<file path="config.mk">
export PLATFORM = sky130hd
export DESIGN_NAME = cec_rxq
export DESIGN_NICKNAME = d
export VERILOG_FILES = /design/src/rtl/cecq_pkg.sv /design/src/rtl/cecq_ring.sv /design/src/rtl/cecq_irq.sv /design/src/rtl/cec_rxq.sv
export SDC_FILE = /design/constraint.sdc
export NUM_CORES = 1
export LEC_CHECK = 0
export ABC_CLOCK_PERIOD_IN_PS = 6000
export BUFFER_PORTS_ARGS = -buffer_cell sky130_fd_sc_hd__buf_2
export CORE_MARGIN = 2
export CORE_UTILIZATION = 50
export DETAILED_ROUTE_END_ITERATION = 12
export GPL_ROUTABILITY_DRIVEN = 0
export HOLD_SLACK_MARGIN = 0.06
export PLACE_DENSITY_LB_ADDON = 0.1
export REMOVE_ABC_BUFFERS = 1
export SLEW_MARGIN = 20
export SYNTH_ARGS = -nofsm -noshare
export SYNTH_HDL_FRONTEND = slang
export SYNTH_SLANG_ARGS = --single-unit
</file>
<file path="constraint.sdc">
create_clock -name clk -period 6 [get_ports clk]
set_input_delay 0.3 -clock clk [delete_from_list [all_inputs] [get_ports clk]]
set_output_delay 0.3 -clock clk [all_outputs]
set_load 0.02 [all_outputs]
</file>
<file path="src/rtl/cecq_pkg.sv">
// Shared types and register map for the CEC receive frame queue.
// Assumes byte addresses and 32-bit word-spaced registers.
package cecq_pkg;
    localparam int unsigned OPS_MAX = 14;
    localparam int unsigned LEN_W   = 4;

    typedef struct packed {
        logic                    err;
        logic [LEN_W-1:0]        len;
        logic [OPS_MAX-1:0][7:0] ops;
        logic [7:0]              opc;
        logic [7:0]              hdr;
    } cec_frame_t;

    localparam int unsigned ADR_CTRL  = 'h00;
    localparam int unsigned ADR_STAT  = 'h04;
    localparam int unsigned ADR_HDR   = 'h08;
    localparam int unsigned ADR_OPC   = 'h0C;
    localparam int unsigned ADR_OPS   = 'h10;
    localparam int unsigned ADR_ISTAT = 'h50;
    localparam int unsigned ADR_IEN   = 'h54;

    localparam int unsigned IRQ_NE_BIT  = 1;
    localparam int unsigned IRQ_OVF_BIT = 3;
endpackage

</file>
<file path="src/rtl/cecq_ring.sv">
// Ring of frame slots with push, discard-head and flush.
// Assumes pop_i and flush_i are single-cycle strobes; flush wins over pop.
// The head output is forced to zero while the ring is empty.
module cecq_ring
    import cecq_pkg::*;
#(
    parameter int unsigned DEPTH = 4
) (
    input  logic                         clk,
    input  logic                         rst_n,
    input  logic                         push_i,
    input  cec_frame_t                   frame_i,
    input  logic                         pop_i,
    input  logic                         flush_i,
    output logic                         accept_o,
    output logic                         drop_o,
    output logic                         pop_done_o,
    output cec_frame_t                   head_o,
    output logic [$clog2(DEPTH+1)-1:0]   count_o
);
    localparam int unsigned PTR_W = (DEPTH > 1) ? $clog2(DEPTH) : 1;
    localparam int unsigned CNT_W = $clog2(DEPTH+1);

    cec_frame_t       mem [DEPTH];
    logic [PTR_W-1:0] wp, rp;
    logic [CNT_W-1:0] count;
    logic             full, room;

    function automatic logic [PTR_W-1:0] nxt(input logic [PTR_W-1:0] p);
        return (p == PTR_W'(DEPTH-1)) ? '0 : p + 1'b1;
    endfunction

    // Space exists if not full, or a discard/flush executes this cycle.
    always_comb begin
        full       = (count == CNT_W'(DEPTH));
        pop_done_o = pop_i && !flush_i && (count != '0);
        room       = !full || pop_done_o || flush_i;
        accept_o   = push_i && room;
        drop_o     = push_i && !room;
    end

    // Slot storage; written only on accepted pushes.
    always_ff @(posedge clk) begin
        if (accept_o) mem[wp] <= frame_i;
    end

    // Pointer and occupancy update.
    always_ff @(posedge clk) begin
        if (!rst_n) begin
            wp    <= '0;
            rp    <= '0;
            count <= '0;
        end else begin
            if (accept_o) wp <= nxt(wp);
            if (flush_i) begin
                rp    <= wp;
                count <= CNT_W'(accept_o);
            end else begin
                if (pop_done_o) rp <= nxt(rp);
                count <= count + CNT_W'(accept_o) - CNT_W'(pop_done_o);
            end
        end
    end

    // Head presentation, zero when empty.
    always_comb begin
        head_o  = (count != '0) ? mem[rp] : '0;
        count_o = count;
    end

    p_count_bound_r7: assert property (@(posedge clk) disable iff (!rst_n)
        count_o <= CNT_W'(DEPTH));
    p_drop_full_r7: assert property (@(posedge clk) disable iff (!rst_n)
        drop_o |=> count_o == CNT_W'(DEPTH));
    p_pop_step_r4: assert property (@(posedge clk) disable iff (!rst_n)
        (pop_done_o && !push_i) |=> count_o == $past(count_o) - 1'b1);
    p_flush_empty_r5: assert property (@(posedge clk) disable iff (!rst_n)
        (flush_i && !push_i) |=> count_o == '0);
    p_coincide_r10: assert property (@(posedge clk) disable iff (!rst_n)
        (pop_done_o && push_i) |=> count_o == $past(count_o));
endmodule

</file>
<file path="src/rtl/cecq_irq.sv">
// Interrupt status with write-one-to-clear bits and an enable mask.
// Assumes set events take priority over a simultaneous clear.
module cecq_irq #(
    parameter int unsigned W       = 8,
    parameter int unsigned NE_BIT  = 1,
    parameter int unsigned OVF_BIT = 3
) (
    input  logic         clk,
    input  logic         rst_n,
    input  logic         set_ne_i,
    input  logic         set_ovf_i,
    input  logic         clr_we_i,
    input  logic [W-1:0] clr_mask_i,
    input  logic         en_we_i,
    input  logic [W-1:0] en_wd_i,
    output logic [W-1:0] stat_o,
    output logic [W-1:0] en_o,
    output logic         irq_o
);
    logic [W-1:0] stat, en, set_vec, clr_vec;

    // Event vector and clear vector for this cycle.
    always_comb begin
        set_vec          = '0;
        set_vec[NE_BIT]  = set_ne_i;
        set_vec[OVF_BIT] = set_ovf_i;
        clr_vec          = clr_we_i ? clr_mask_i : '0;
    end

    // Status and enable registers.
    always_ff @(posedge clk) begin
        if (!rst_n) begin
            stat <= '0;
            en   <= '0;
        end else begin
            stat <= (stat & ~clr_vec) | set_vec;
            if (en_we_i) en <= en_wd_i;
        end
    end

    // Outputs.
    always_comb begin
        stat_o = stat;
        en_o   = en;
        irq_o  = |(stat & en);
    end

    p_ne_set_r8: assert property (@(posedge clk) disable iff (!rst_n)
        set_ne_i |=> stat_o[NE_BIT]);
    p_ovf_sticky_r7: assert property (@(posedge clk) disable iff (!rst_n)
        (stat_o[OVF_BIT] && !(clr_we_i && clr_mask_i[OVF_BIT])) |=> stat_o[OVF_BIT]);
endmodule

</file>
<file path="src/rtl/cec_rxq.sv">
// CEC receive frame queue top: register decode, self-clearing control
// strobes, ring and interrupt status. Assumes the push side offers one
// frame per pulse of push_valid; reads are combinational.
module cec_rxq
    import cecq_pkg::*;
#(
    parameter int unsigned DEPTH  = 4,
    parameter int unsigned ADDR_W = 8
) (
    input  logic                 clk,
    input  logic                 rst_n,
    input  logic                 push_valid,
    input  logic [7:0]           push_hdr,
    input  logic [7:0]           push_opc,
    input  logic [OPS_MAX*8-1:0] push_ops,
    input  logic [LEN_W-1:0]     push_len,
    input  logic                 push_err,
    input  logic [ADDR_W-1:0]    bus_addr,
    input  logic                 bus_we,
    input  logic [31:0]          bus_wdata,
    output logic [31:0]          bus_rdata,
    output logic                 irq
);
    localparam int unsigned CNT_W = $clog2(DEPTH+1);

    cec_frame_t       in_frame, head;
    logic [CNT_W-1:0] count;
    logic             accept, drop, pop_done;
    logic             pop_pend, flush_pend;
    logic             wr_ctrl, wr_istat, wr_ien;
    logic [7:0]       istat, ien;
    logic [2:0]       cnt3;

    // Pack the push interface into a frame record.
    always_comb begin
        in_frame.hdr = push_hdr;
        in_frame.opc = push_opc;
        in_frame.ops = push_ops;
        in_frame.len = push_len;
        in_frame.err = push_err;
        wr_ctrl  = bus_we && (bus_addr == ADDR_W'(ADR_CTRL));
        wr_istat = bus_we && (bus_addr == ADDR_W'(ADR_ISTAT));
        wr_ien   = bus_we && (bus_addr == ADDR_W'(ADR_IEN));
        cnt3     = 3'(count);
    end

    // Control strobes: held one cycle, executed at the following edge.
    always_ff @(posedge clk) begin
        if (!rst_n) begin
            pop_pend   <= 1'b0;
            flush_pend <= 1'b0;
        end else begin
            pop_pend   <= wr_ctrl && bus_wdata[0];
            flush_pend <= wr_ctrl && bus_wdata[1];
        end
    end

    cecq_ring #(.DEPTH(DEPTH)) u_ring (
        .clk        (clk),
        .rst_n      (rst_n),
        .push_i     (push_valid),
        .frame_i    (in_frame),
        .pop_i      (pop_pend),
        .flush_i    (flush_pend),
        .accept_o   (accept),
        .drop_o     (drop),
        .pop_done_o (pop_done),
        .head_o     (head),
        .count_o    (count)
    );

    cecq_irq #(.W(8), .NE_BIT(IRQ_NE_BIT), .OVF_BIT(IRQ_OVF_BIT)) u_irq (
        .clk        (clk),
        .rst_n      (rst_n),
        .set_ne_i   (accept || (pop_done && count > CNT_W'(1))),
        .set_ovf_i  (drop),
        .clr_we_i   (wr_istat),
        .clr_mask_i (bus_wdata[7:0]),
        .en_we_i    (wr_ien),
        .en_wd_i    (bus_wdata[7:0]),
        .stat_o     (istat),
        .en_o       (ien),
        .irq_o      (irq)
    );

    // Read multiplexer over the register map.
    always_comb begin
        bus_rdata = '0;
        if (bus_addr == ADDR_W'(ADR_CTRL))  bus_rdata = {30'b0, flush_pend, pop_pend};
        if (bus_addr == ADDR_W'(ADR_STAT))  bus_rdata = {24'b0, head.err, cnt3, head.len};
        if (bus_addr == ADDR_W'(ADR_HDR))   bus_rdata = {24'b0, head.hdr};
        if (bus_addr == ADDR_W'(ADR_OPC))   bus_rdata = {24'b0, head.opc};
        if (bus_addr == ADDR_W'(ADR_ISTAT)) bus_rdata = {24'b0, istat};
        if (bus_addr == ADDR_W'(ADR_IEN))   bus_rdata = {24'b0, ien};
        for (int i = 0; i < OPS_MAX; i++) begin
            if (bus_addr == ADDR_W'(ADR_OPS + 4*i)) bus_rdata = {24'b0, head.ops[i]};
        end
    end

    p_pop_selfclear_r4: assert property (@(posedge clk) disable iff (!rst_n)
        (pop_pend && !wr_ctrl) |=> !pop_pend);
    p_flush_selfclear_r5: assert property (@(posedge clk) disable iff (!rst_n)
        (flush_pend && !wr_ctrl) |=> !flush_pend);
    p_irq_gate_r9: assert property (@(posedge clk) disable iff (!rst_n)
        (ien == 8'h00) |-> !irq);
endmodule

</file>
# Word-level counts from Yosys, hierarchy flattened
# Memory sizes are Yosys's and may differ from the RTL's. A register that Yosys moved wholly into a read port is not among the register bits.
# Cells that the tools add are included.
# Widths: inputs -> output; s select.
[totals] word_cells=93 reg_bits=25 mem_bits_rw=532 output_inout_bits=33 memories=1 inputBits=177
[op_classes] eq_ne=22 order_cmp=1 addsub=4 n_reduce_logical=21 n_bitwise=5 muxes=31
[memory_table] name="u_ring.mem" words=4 width=133 read_ports=1 rd_clocked_by_memory_dff=1 write_ports=1 line="cecq_ring.sv:24" text="cec_frame_t mem [DEPTH];"
[op_table] op="$mux 32" count=19
[op_table] op="$mux 133" count=1
[op_table] op="$eq 8x6->1 const B" count=8
[op_table] op="$eq 8x5->1 const B" count=4
[op_table] op="$eq 8x7->1 const B" count=4
[op_table] op="$and 8x8->8" count=2
[op_table] op="$eq 8x4->1 const B" count=2
[op_table] op="$mux 2" count=7
[op_table] op="$logic_and 1x1->1" count=10
[op_table] op="$eq 8x3->1 const B" count=1
[op_table] op="$logic_not 8->1" count=1
[op_table] op="$mux 8" count=1
[op_table] op="$not 8->8" count=1
[op_table] op="$or 8x4->8" count=1
[op_table] op="$reduce_or 8->1" count=1
[op_table] op="$add 2x1->2 const B" count=2
[op_table] op="$eq 2x2->1 const B" count=2
[op_table] op="$add 3x1->3" count=1
[op_table] op="$eq 3x3->1 const B" count=1
[op_table] op="$gt 3x1->1 const B" count=1
[op_table] op="$logic_not 1->1" count=3
[op_table] op="$logic_or 1x1->1" count=3
[op_table] op="$mux 1" count=3
[op_table] op="$reduce_bool 3->1" count=1
[op_table] op="other kinds (4)" count=4

# Depth between registers and ports, before layout
# Gate-level depths: netlist (run 1).
[logic_depth] ltp_word=21 depth_mapped=11 mapped_depth_nobuf=10

# Hierarchy
# Synthesis (run 1) repeated with hierarchy kept, for this count alone.
[unflattened] hier_cells=1275 hier_area_um2=23308.6
[modules_own_cells] module="cecq_ring" cells_each=899 area_each_um2=20577.2 n_inst=1
[modules_own_cells] module="cec_rxq" cells_each=321 area_each_um2=2139.6 n_inst=1
[modules_own_cells] module="cecq_irq" cells_each=55 area_each_um2=591.8 n_inst=1

# Worst setup path before layout (run 1)
# OpenSTA, ideal clock, no wires.
[synth_path] kind="register -> register" startpoint="register flush_pend" endpoint="memory u_ring.mem[0][0] (netlist bit), enable pin" stages_incl_launch_ff=5 t_required_ps=5491 arrival_ps=3934 period_less_slack_ps=4444 path_slack_ps=1556 n_path_buf=1 setup_time_ps=509 cell_sequence="dfxtp_1 clkbuf_1 nor4_1 nand2_1 and3_1"
[synth_between] elab_chain_cells=8
[synth_lines] element="from (decl)" line="cec_rxq.sv:29" text="logic pop_pend, flush_pend;"
[synth_lines] element="from (signal assigned)" line="cec_rxq.sv:54" text="flush_pend <= wr_ctrl && bus_wdata[1];"
[synth_lines] element="$logic_not 1->1" line="cecq_ring.sv:36" text="pop_done_o = pop_i && !flush_i && (count != '0);"
[synth_lines] element="$logic_and 1x1->1 (2 in series)" line="cecq_ring.sv:36"
[synth_lines] element="$logic_or 1x1->1" line="cecq_ring.sv:37" text="room = !full || pop_done_o || flush_i;"
[synth_lines] element="$logic_or 1x1->1 *" line="cecq_ring.sv:37"
[synth_lines] element="$logic_and 1x1->1 *" line="cecq_ring.sv:38" text="accept_o = push_i && room;"
[synth_lines] element="$mux 1 *" line="cecq_ring.sv:44" text="if (accept_o) mem[wp] <= frame_i;"
[synth_lines] element="$mux 1 (not written as such) *" line="cecq_ring.sv:44"
[synth_lines] element="to (decl)" line="cecq_ring.sv:24"
# Mark *: on every way between the ends. The rest lies on a longest branch, timed or not.

==> metrics.md, run 1 <==
| Metric | Value |
|---|---|
| Core Area | `43100 um2` |
| Initial Utilization | `0.506` |
| Syn Inst Count | `approximately 1100` |
| Post-synth top area share | `0.733` |
| Least-Margin Pin Slew | `0.953 ns` |
| Die X | `213 um` |
| Worst Setup Start Kind | `flop` |
| Yosys top cell by area | `edfxtp_1` |
| PortBufs | `161` |
| Main area contributors after synthesis | `edfxtp_1 (73%), mux4_2 (14%), dfxtp_1 (2.5%)` |
| Sw frac | `0.216` |
| Die ar. | `45300 um2` |
| RSZ-0062 raised after global routing | `no` |
| Minimum clock period | `4.07 ns` |
| Final hold vios | `0` |
| H-tree depth | `2` |
| WL final | `47500 um` |
| Final Power | `8.69 mW` |
| Hpwl dp | `27500 um` |
| Internal Power | `6.82 mW` |
| Worst hold path type | `input pin to flop` |
| Area Growth Syn to Fin | `21.2%` |
| Final Cycle Share | `0.678` |
| Post-synth top cells | `edfxtp_1 (532), mux4_2 (132), a22oi_1 (57)` |
| Global Route Usage Sum | `0.216` |
| TritonCTS Buffers | `55` |
| Rel. slew slack | `0.365` |
| Clock share of power | `0.380` |
| Critical Path End Type | `output port` |
| CTS tree | `done` |
| CP max FO | `49` |
| Sw Pwr | `1.88 mW` |
| Cells after DPL | `about 1800` |
| Global-route wire length before repair | `about 72000 um` |
| Number of vias per cell | `5.57` |
| # rows | `76` |
| Root Driver | `clkbuf_16` |
| Status | `finished, final reports clean` |
| FF+latch count, synth | `559` |
| Max Cap Violations | `0` |
| Fmax | `246 MHz` |
| Chip height | `roughly 210 um` |
| # clock sinks | `~560` |
| Ports | `210` |
| Non-Filler Instances | `between 2000 and 2500` |
| Nets | `1570` |
| Worst VDD drop | `between 0.3 and 0.4 mV` |
| Later-pin clock latency in the skew report | `0.60 ns` |
| Slew Viols, Final | `0` |
| Synth cell types | `46` |
| DR pass1 iterations | `5` |
| Worst EP required | `5.70 ns` |
| Final setup fails | `0` |
| Arrival @ worst endpoint | `between 3 and 4 ns` |
| Post-Synthesis Cell Area | `21800 um2` |
| Via Count | `11200` |
| Pin count of the biggest net entering global routing | `87` |
| Routed Antenna Nets | `0` |
| Max Buffers Root-to-Sink | `3` |
| Syn_area_per_cell | `20.7 um2` |
| Clock Skew | `just under 0.02 ns` |
| Clk slew on worst S/H paths | `0.06 ns` |
| GRT Residual Overflow | `0` |
| Power density over the cells | `329 nW/um2` |
| Combinational Power Share | `0.081` |
| DRC | `0` |
| Number of antenna violations at the first check in global routing | `6` |
| Synth warn | `0` |
| Final Util | `0.613` |
| Async S/R FF share, synth | `0` |
| Reg power frac | `0.539` |
| Post-synth EDFFs | `532` |
| Crit Path Category | `flop to output port` |
| Top-count cell post-synth | `edfxtp_1` |
| WL/cell | `23.5 um` |
| Sequential share of the synthesized area | `0.758` |
| Most common flop cell mapped by yosys | `edfxtp_1` |
| DRT iter0 DRCs | `957` |
| Number of global-route vias before repair | `~12000` |
| Fraction of layout cells with a size suffix above 1 | `0.283` |
| Leak | `between 8 and 9 nW` |
## critical path: stages (launching register included)
cell and delay [ns]:
dfxtp_4 0.85, buf_4 0.75, mux4_2 0.59, mux2i_1 0.24, o21ai_0 0.13, nor4_1 0.29
nand2_1 0.09, buf_2 0.18
## routing by layer
layer | vias to the layer above | GRT usage | part of all wire
met2 | 294 | 0.362 | 0.50
met5 | - | 0 | 0.00027
met4 | 2 | 0.0615 | 0.021
li1 | 5044 | - | -
met1 | 5833 | 0.299 | 0.42
met3 | 74 | 0.0343 | 0.052
## path summary, 6_finish.rpt
| check | start | endpoint | slack (ns) | depth (start not counted) |
|---|---|---|---|---|
| max | flop | bus_rdata[4] | 1.93 | 7 |
| min | rst_n | u_irq.stat_o[2] | 0.14 | 3 |
| max reg2reg | flush_pend | u_ring.mem[2][126] | 3.27 | 4 |
| min reg2reg | u_irq.stat_o[4] | u_irq.stat_o[4] | 0.46 | 2 |
## power by group through the flow
stage	logic (mW)	registers, mW	clock network [mW]
final	0.704	4.69	3.30
after detailed placement	0.639	4.77	0
after global placement	0.633	4.76	0
after CTS	0.720	4.69	3.39
after floorplan	0.367	4.79	0
after global routing	0.768	4.71	3.53
## placed cells by master (no fill, tap or decap), types with 19 or more instances in the layout
master,count
dfxtp_1,25
edfxtp_1,532
a21oi_1,37
mux4_2,132
clkbuf_16,57
dlygate4sd3_1,144
conb_1,24
buf_2,161
a22oi_1,57
nand2_1,35
nor2_1,19
## final cells by class
cell class / count / area, um2
clock buffers: 72 / 1480
fillers: 3136 / 16700
inverters: 10 / 37.5
multi-input cells: 431 / 4920
diodes: 6 / 15.0
repair buffers: 327 / 2460
clock inverters: 30 / 243
well taps: 585 / 732
flip-flops and latches: 559 / 16500
## flip-flops by register name, indices dropped and copies added, names as in the netlist, named ones only
name and cells:
u_ring.mem 532, u_irq.en_o 8, u_irq.stat_o 8, u_ring.count_o 3
u_ring.rp 2, u_ring.wp 2, flush_pend 1, pop_pend 1
## stage by stage
step                      hold WS (ns)  TNS, ns  setup WS [ns]  area [um2]
after global placement           0.435        0           2.47       23200
after CTS                       0.0982        0           1.81       26400
after global routing             0.141        0           1.64       26400
final                            0.138        0           1.93       26400
after detailed placement         0.446        0           2.46       23200
after floorplan                  0.387    -8.56          -1.10       21400
## logic make-up after synthesis
| logic type | synth area share |
|---|---|
| AO/OA/AOI/OAI | 0.0425 |
| XOR/XNOR | 0.000402 |
| adder cells (fa/ha/maj) | 0.00551 |
| buffers and inverters | 0.0233 |
| flip-flops | 0.758 |
| multiplexers | 0.142 |
| other | 0.000172 |
| AND/OR/NAND/NOR | 0.0278 |
## timing repair
| item | CTS | global route |
|---|---|---|
| buffers inserted | 0 | 0 |
| resized for setup | 0 | 0 |
| hold endpoints to repair | 548 | 0 |
| hold buffers | 144 | 0 |
(Power assumes the default switching activity.)
==> run 2, diff against run 1 <==
--- a/config.mk
+++ b/config.mk
@@ -5,7 +5,7 @@
 export SDC_FILE = /design/constraint.sdc
 export NUM_CORES = 1
 export LEC_CHECK = 0
-export ABC_CLOCK_PERIOD_IN_PS = 6000
+export ABC_CLOCK_PERIOD_IN_PS = 3600
 export BUFFER_PORTS_ARGS = -buffer_cell sky130_fd_sc_hd__buf_2
 export CORE_MARGIN = 2
 export CORE_UTILIZATION = 50
==> constraint.sdc (replaced) <==
create_clock -name clk -period 3.6 [get_ports clk]
set_input_delay 0.18 -clock clk [delete_from_list [all_inputs] [get_ports clk]]
set_output_delay 0.18 -clock clk [all_outputs]
set_load 0.02 [all_outputs]
==> run 2 against run 1 <==
  * Global-route usage increased by 0.23 points
  * Count of clock-buffer cells in the layout increased by 4
  * Core utilization increased by 0.91 points
  * Largest cell class unchanged
  * Largest power group unchanged
  * Sequential share of layout area decreased by 0.92 points
  * Hold slack improved by 0.043 ns
==> metrics.md, run 2 (same netlist as run 1, synthesis figures left out) <==
| Metric | Value |
|---|---|
| Number of global-route vias before repair | `11800` |
| Via Count | `roughly 11000` |
| Ports | `210` |
| PortBufs | `about 160` |
| Hpwl dp | `a little under 30000 um` |
| RR Endpoint | `u_ring.count_o[2]` |
| Root Driver | `clkbuf_16` |
| Hold EP | `pop_pend` |
| CP max FO | `10` |
| Worst Hold Depth | `5` |
| WL/cell | `approximately 24 um` |
| Hold path startpoint | `bus_addr[6]` |
| Status | `finished, final reports clean` |
| Minimum clock period | `3.37 ns` |
| Reg with most FFs | `u_ring.mem` |
| Fraction of layout cells with a size suffix above 1 | `0.295` |
| TritonCTS Buffers | `55` |
| Area Growth Syn to Fin | `23.0%` |
| Nets | `1606` |
| Die ar. | `45300 um2` |
| Number of antenna violations at the first check in global routing | `3` |
| # rows | `76` |
| Number of vias per cell | `~5.6` |
| CTS tree | `done` |
| # clock sinks | `559` |
| Final setup fails | `0` |
| DR pass1 iterations | `5` |
| Initial Utilization | `0.506` |
| Leak | `8.84 nW` |
| Clock Skew | `0.0154 ns` |
| Final hold vios | `0` |
| Reg2Reg Setup Slack | `between 0.9 and 1 ns` |
| Least-Margin Pin Slew | `0.826 ns` |
| Final Cycle Share | `0.935` |
| Final Util | `0.622` |
| Worst r2r src | `u_ring.count_o[1]` |
| Later-pin clock latency in the skew report | `approximately 0.60 ns` |
| Pin count of the biggest net entering global routing | `89` |
| H-tree depth | `2` |
| Worst Hold Margin | `roughly 0.18 ns` |
| Most frequent cells in the layout | `edfxtp_1 (532), buf_2 (161), dlygate4sd3_1 (151)` |
| Worst hold path type | `input pin to flop` |
| GRT Residual Overflow | `0` |
| Power density over the cells | `approximately 540 nW/um2` |
| Rel. slew slack | `0.448` |
| Non-Filler Instances | `2054` |
| Largest register FFs | `~530` |
| WL final | `around 48000 um` |
| Worst EP required | `3.42 ns` |
| Die X | `213 um` |
| Fmax | `297 MHz` |
| DRC | `0` |
| Core Area | `43100 um2` |
| Chip height | `213 um` |
| RSZ-0062 raised after global routing | `no` |
| Global Route Usage Sum | `0.219` |
| Worst VDD drop | `around 0.37 mV` |
| Cells after DPL | `1793` |
| Worst Setup Start Kind | `flop` |
| Path depth of the worst reg2reg path | `11` |
| Arrival @ worst endpoint | `approximately 3.2 ns` |
| Post-CTS resize count | `0` |
| Global-route wire length before repair | `72600 um` |
| Max Buffers Root-to-Sink | `3` |
| Crit Path Category | `flop to output port` |
| DRT iter0 DRCs | `869` |
| Max Cap Violations | `0` |
| Most common cell after layout, fill and taps aside | `edfxtp_1` |
| FILL cells | `roughly 3100` |
| Critical Path End Type | `output port` |
| Clk slew on worst S/H paths | `0.06 ns` |
| Slew Viols, Final | `0` |
| Routed Antenna Nets | `0` |
## run 2: changes by cell type in the layout (fill, tap and decap cells not counted), moves of 2 or more
cell           before  now
dlygate4sd3_1     144  151
buf_4              18   38
buf_12              4   13
diode_2             6    2
clkinv_1           13   11
clkbuf_1           15   19
## run 2: worst max-delay path by stage
stage / slack [ns] / start / to
2_1_floorplan: -3.38 / flop / bus_rdata[7]
3_3_place_gp: 0.70 / flop / bus_rdata[7]
3_5_place_dp: 0.69 / flop / bus_rdata[7]
4_1_cts: 0.003 / flop / bus_rdata[7]
5_1_grt: 0.12 / flop / bus_rdata[2]
6_report: 0.23 / flop / bus_rdata[3]
## run 2: metal layers
metal | track usage | vias up | part of all wire
met5 | 0 | - | 0.00050
met4 | 0.0625 | 4 | 0.021
met3 | 0.0378 | 69 | 0.055
met2 | 0.356 | 311 | 0.50
met1 | 0.308 | 5906 | 0.43
li1 | - | 5116 | -
## run 2: repair_timing
| action | in CTS | in global routing |
|---|---|---|
| buffers inserted | 0 | 4 |
| setup endpoints to repair | 0 | 5 |
| endpoints found under the hold margin | 558 | 0 |
| hold buffers | 151 | 0 |
## run 2: through the flow
stage               TNS (ns)  setup WS, ns  power, mW  cell area (um2)
finish                     0         0.233       14.5            26800
global route               0         0.119       15.1            26800
floorplan            -412.74         -3.38       8.59            21400
CTS                        0       0.00285       14.7            26800
global placement           0         0.701       9.02            23500
detailed placement         0         0.685       9.06            23500
## run 2: area by class of cell
type                       count  area [um2]  share of cell area
sequential                   559       16500               0.616
clock buffer                  76        1490              0.0554
clock inverter                28         241             0.00901
multi-input combinational    431        4920               0.184
inverter                      10        37.5             0.00140
tap                          585         732              0.0273
antenna                        2        5.00            0.000187
timing repair buffer         363        2860               0.107
## run 2: report_power, final
group / internal, mW / switching (mW)
logic: 0.514 / 0.708
clock network: 3.17 / 2.34
registers: 7.69 / 0.114
total: 11.4 / 3.17
## run 2: critical path, cell delays in order, from the launching register on
cell	delay, ns
dfxtp_4	0.47
buf_12	0.18
buf_4	0.19
mux4_2	0.52
a22oi_1	0.20
a21oi_1	0.11
nor4_1	0.49
o31ai_1	0.21
buf_2	0.21
==> run 3, diff against run 2 <==
--- a/config.mk
+++ b/config.mk
@@ -8,10 +8,10 @@
 export ABC_CLOCK_PERIOD_IN_PS = 3600
 export BUFFER_PORTS_ARGS = -buffer_cell sky130_fd_sc_hd__buf_2
 export CORE_MARGIN = 2
-export CORE_UTILIZATION = 50
+export CORE_UTILIZATION = 36
 export DETAILED_ROUTE_END_ITERATION = 12
 export GPL_ROUTABILITY_DRIVEN = 0
-export HOLD_SLACK_MARGIN = 0.06
+export HOLD_SLACK_MARGIN = 0.05
 export PLACE_DENSITY_LB_ADDON = 0.1
 export REMOVE_ABC_BUFFERS = 1
 export SLEW_MARGIN = 20
==> run 3 against run 2 <==
  * Setup slack worse by 0.044 ns
  * Clock skew increased by 0.0045 ns
  * Critical path depth shrank 1
  * Register-to-register slack better by 0.06 ns
  * Count of clock-buffer cells in the layout unchanged
  * Critical path type unchanged
  * Largest power group unchanged
==> metrics.md, run 3 (same netlist as run 1, synthesis figures left out) <==
| Metric | Value |
|---|---|
| Via Count | `approximately 12000` |
| Number of global-route vias before repair | `between 10000 and 15000` |
| Hpwl dp | `between 30000 and 40000 um` |
| WL final | `roughly 54000 um` |
| Minimum clock period | `3.41 ns` |
| Worst VDD drop | `0.415 mV` |
| H-tree depth | `2` |
| Core Area | `approximately 60000 um2` |
| Max Cap Violations | `0` |
| Routed Antenna Nets | `0` |
| RSZ-0062 raised after global routing | `no` |
| GRT Residual Overflow | `0` |
| Critical Path End Type | `output port` |
| DR pass1 iterations | `5` |
| Leak | `around 9 nW` |
| Final Util | `0.455` |
| Number of vias per cell | `a little over 5` |
| Global Route Usage Sum | `0.173` |
| Ports | `210` |
| Reg with most FFs | `u_ring.mem` |
| CP max FO | `10` |
| DRT iter0 DRCs | `about 780` |
| Chip height | `roughly 250 um` |
| Power density over the cells | `546 nW/um2` |
| Largest register FFs | `532` |
| Worst hold path type | `input pin to flop` |
| Slew Viols, Final | `0` |
| Combinational Power Share | `0.084` |
| Sw frac | `0.222` |
| Slowest cell on the critical path | `nand2_1` |
| WL/cell | `23.8 um` |
| Fraction of layout cells with a size suffix above 1 | `0.301` |
| PortBufs | `161` |
| # rows | `90` |
| Number of antenna violations at the first check in global routing | `9` |
| Worst Setup Start Kind | `flop` |
| Most common cell after layout, fill and taps aside | `edfxtp_1` |
| Crit Path Category | `flop to output port` |
| TritonCTS Buffers | `60` |
| Rel. slew slack | `0.491` |
| Most frequent cells in the layout | `edfxtp_1 (532), buf_2 (161), dlygate4sd3_1 (152)` |
| Worst EP required | `roughly 3.4 ns` |
| Least-Margin Pin Slew | `0.762 ns` |
| Final Power | `15.0 mW` |
| Die X | `250 um` |
| Later-pin clock latency in the skew report | `0.62 ns` |
| CTS tree | `done` |
| Area Growth Syn to Fin | `25.7%` |
| Die ar. | `62500 um2` |
| Internal Power | `~12 mW` |
| Clk slew on worst S/H paths | `0.06 ns` |
| Clock Skew | `0.0199 ns` |
| Sw Pwr | `approximately 3.3 mW` |
| FILL cells | `5268` |
| Critical-path cell list | `or3_1 > nand2_1 > a21oi_1 > nor4_1 > buf_4 > o31ai_1 > buf_2` |
| Pin count of the biggest net entering global routing | `just over 100` |
| Final Cycle Share | `0.947` |
| Root Driver | `clkbuf_16` |
| Max Buffers Root-to-Sink | `3` |
| Final setup fails | `0` |
| # clock sinks | `559` |
| Worst path max stage delay | `0.68 ns` |
| Status | `finished, final reports clean` |
| Fmax | `293 MHz` |
| Reg power frac | `0.522` |
| Global-route wire length before repair | `approximately 80000 um` |
| Clock share of power | `0.394` |
| Nets | `between 1500 and 2000` |
| DRC | `0` |
| Arrival @ worst endpoint | `3.23 ns` |
| Final hold vios | `0` |
| Initial Utilization | `0.362` |
## run 3: cell count changes in the layout (fill, tap and decap cells not counted), sizes merged
cell and change:
inv +1, dlygate4sd3 +1, bufinv +1, clkinv +4
buf +6, diode +2
## run 3: path summary, 6_finish.rpt
path                      from           endpoint  slack, ns  depth (start not counted)
max          u_ring.count_o[1]       bus_rdata[2]       0.19                          7
min               push_ops[68]  u_ring.mem[1][84]       0.29                          2
max reg2reg  u_ring.count_o[1]  u_ring.count_o[2]       0.97                         10
min reg2reg      u_irq.en_o[1]      u_irq.en_o[1]       0.56                          2
## run 3: per-stage QoR
stage	hold slack, ns	instances	setup slack (ns)	setup TNS (ns)	instance area [um2]
finish	0.294	2266	0.190	0	27400
global route	0.284	2266	0.0288	0	27400
floorplan	0.267	1000	-3.38	-412.74	21400
detailed placement	0.386	1994	0.727	0	23900
CTS	0.255	2256	0.0600	0	27300
global placement	0.383	1994	0.728	0	23900
## run 3: timing repair
action | CTS | global route
setup endpoints to repair | 0 | 2
buffers inserted | 0 | 6
resized for setup | 0 | 0
hold buffers | 152 | 0
hold endpoints to repair | 558 | 0
## run 3: routing by layer
layer | vias up | wire (um) | track usage
met5 | - | 62 | 0
met4 | 10 | 1220 | 0.0417
met3 | 97 | 2270 | 0.0338
met2 | 266 | 27100 | 0.297
met1 | 6032 | 23300 | 0.227
li1 | 5154 | - | -
## run 3: power groups by stage
stage          logic [mW]  registers [mW]  clock network [mW]
2_1_floorplan       0.611            7.98                   0
3_3_place_gp         1.15            7.93                   0
3_5_place_dp         1.16            7.95                   0
4_1_cts              1.29            7.81                6.05
5_1_grt              1.37            7.84                6.29
6_report             1.26            7.81                5.89
## run 3: area by class of cell
cell class | instances | area (um2) | area share
Antenna cell | 4 | 10.0 | 0.000366
Clock buffer | 76 | 1560 | 0.0570
Clock inverter | 34 | 309 | 0.0113
Inverter | 10 | 37.5 | 0.00137
Multi-Input combinational cell | 431 | 4920 | 0.180
Sequential cell | 559 | 16500 | 0.603
Tap cell | 782 | 978 | 0.0357
Timing Repair Buffer | 370 | 3040 | 0.111
## run 3: critical path, delay by kind of cell, from the launching register on
family / cells / cell delay, ns
compound gates: 2 / 0.20
buf+inv: 2 / 0.36
flops: 1 / 0.39
simple gates: 3 / 1.64
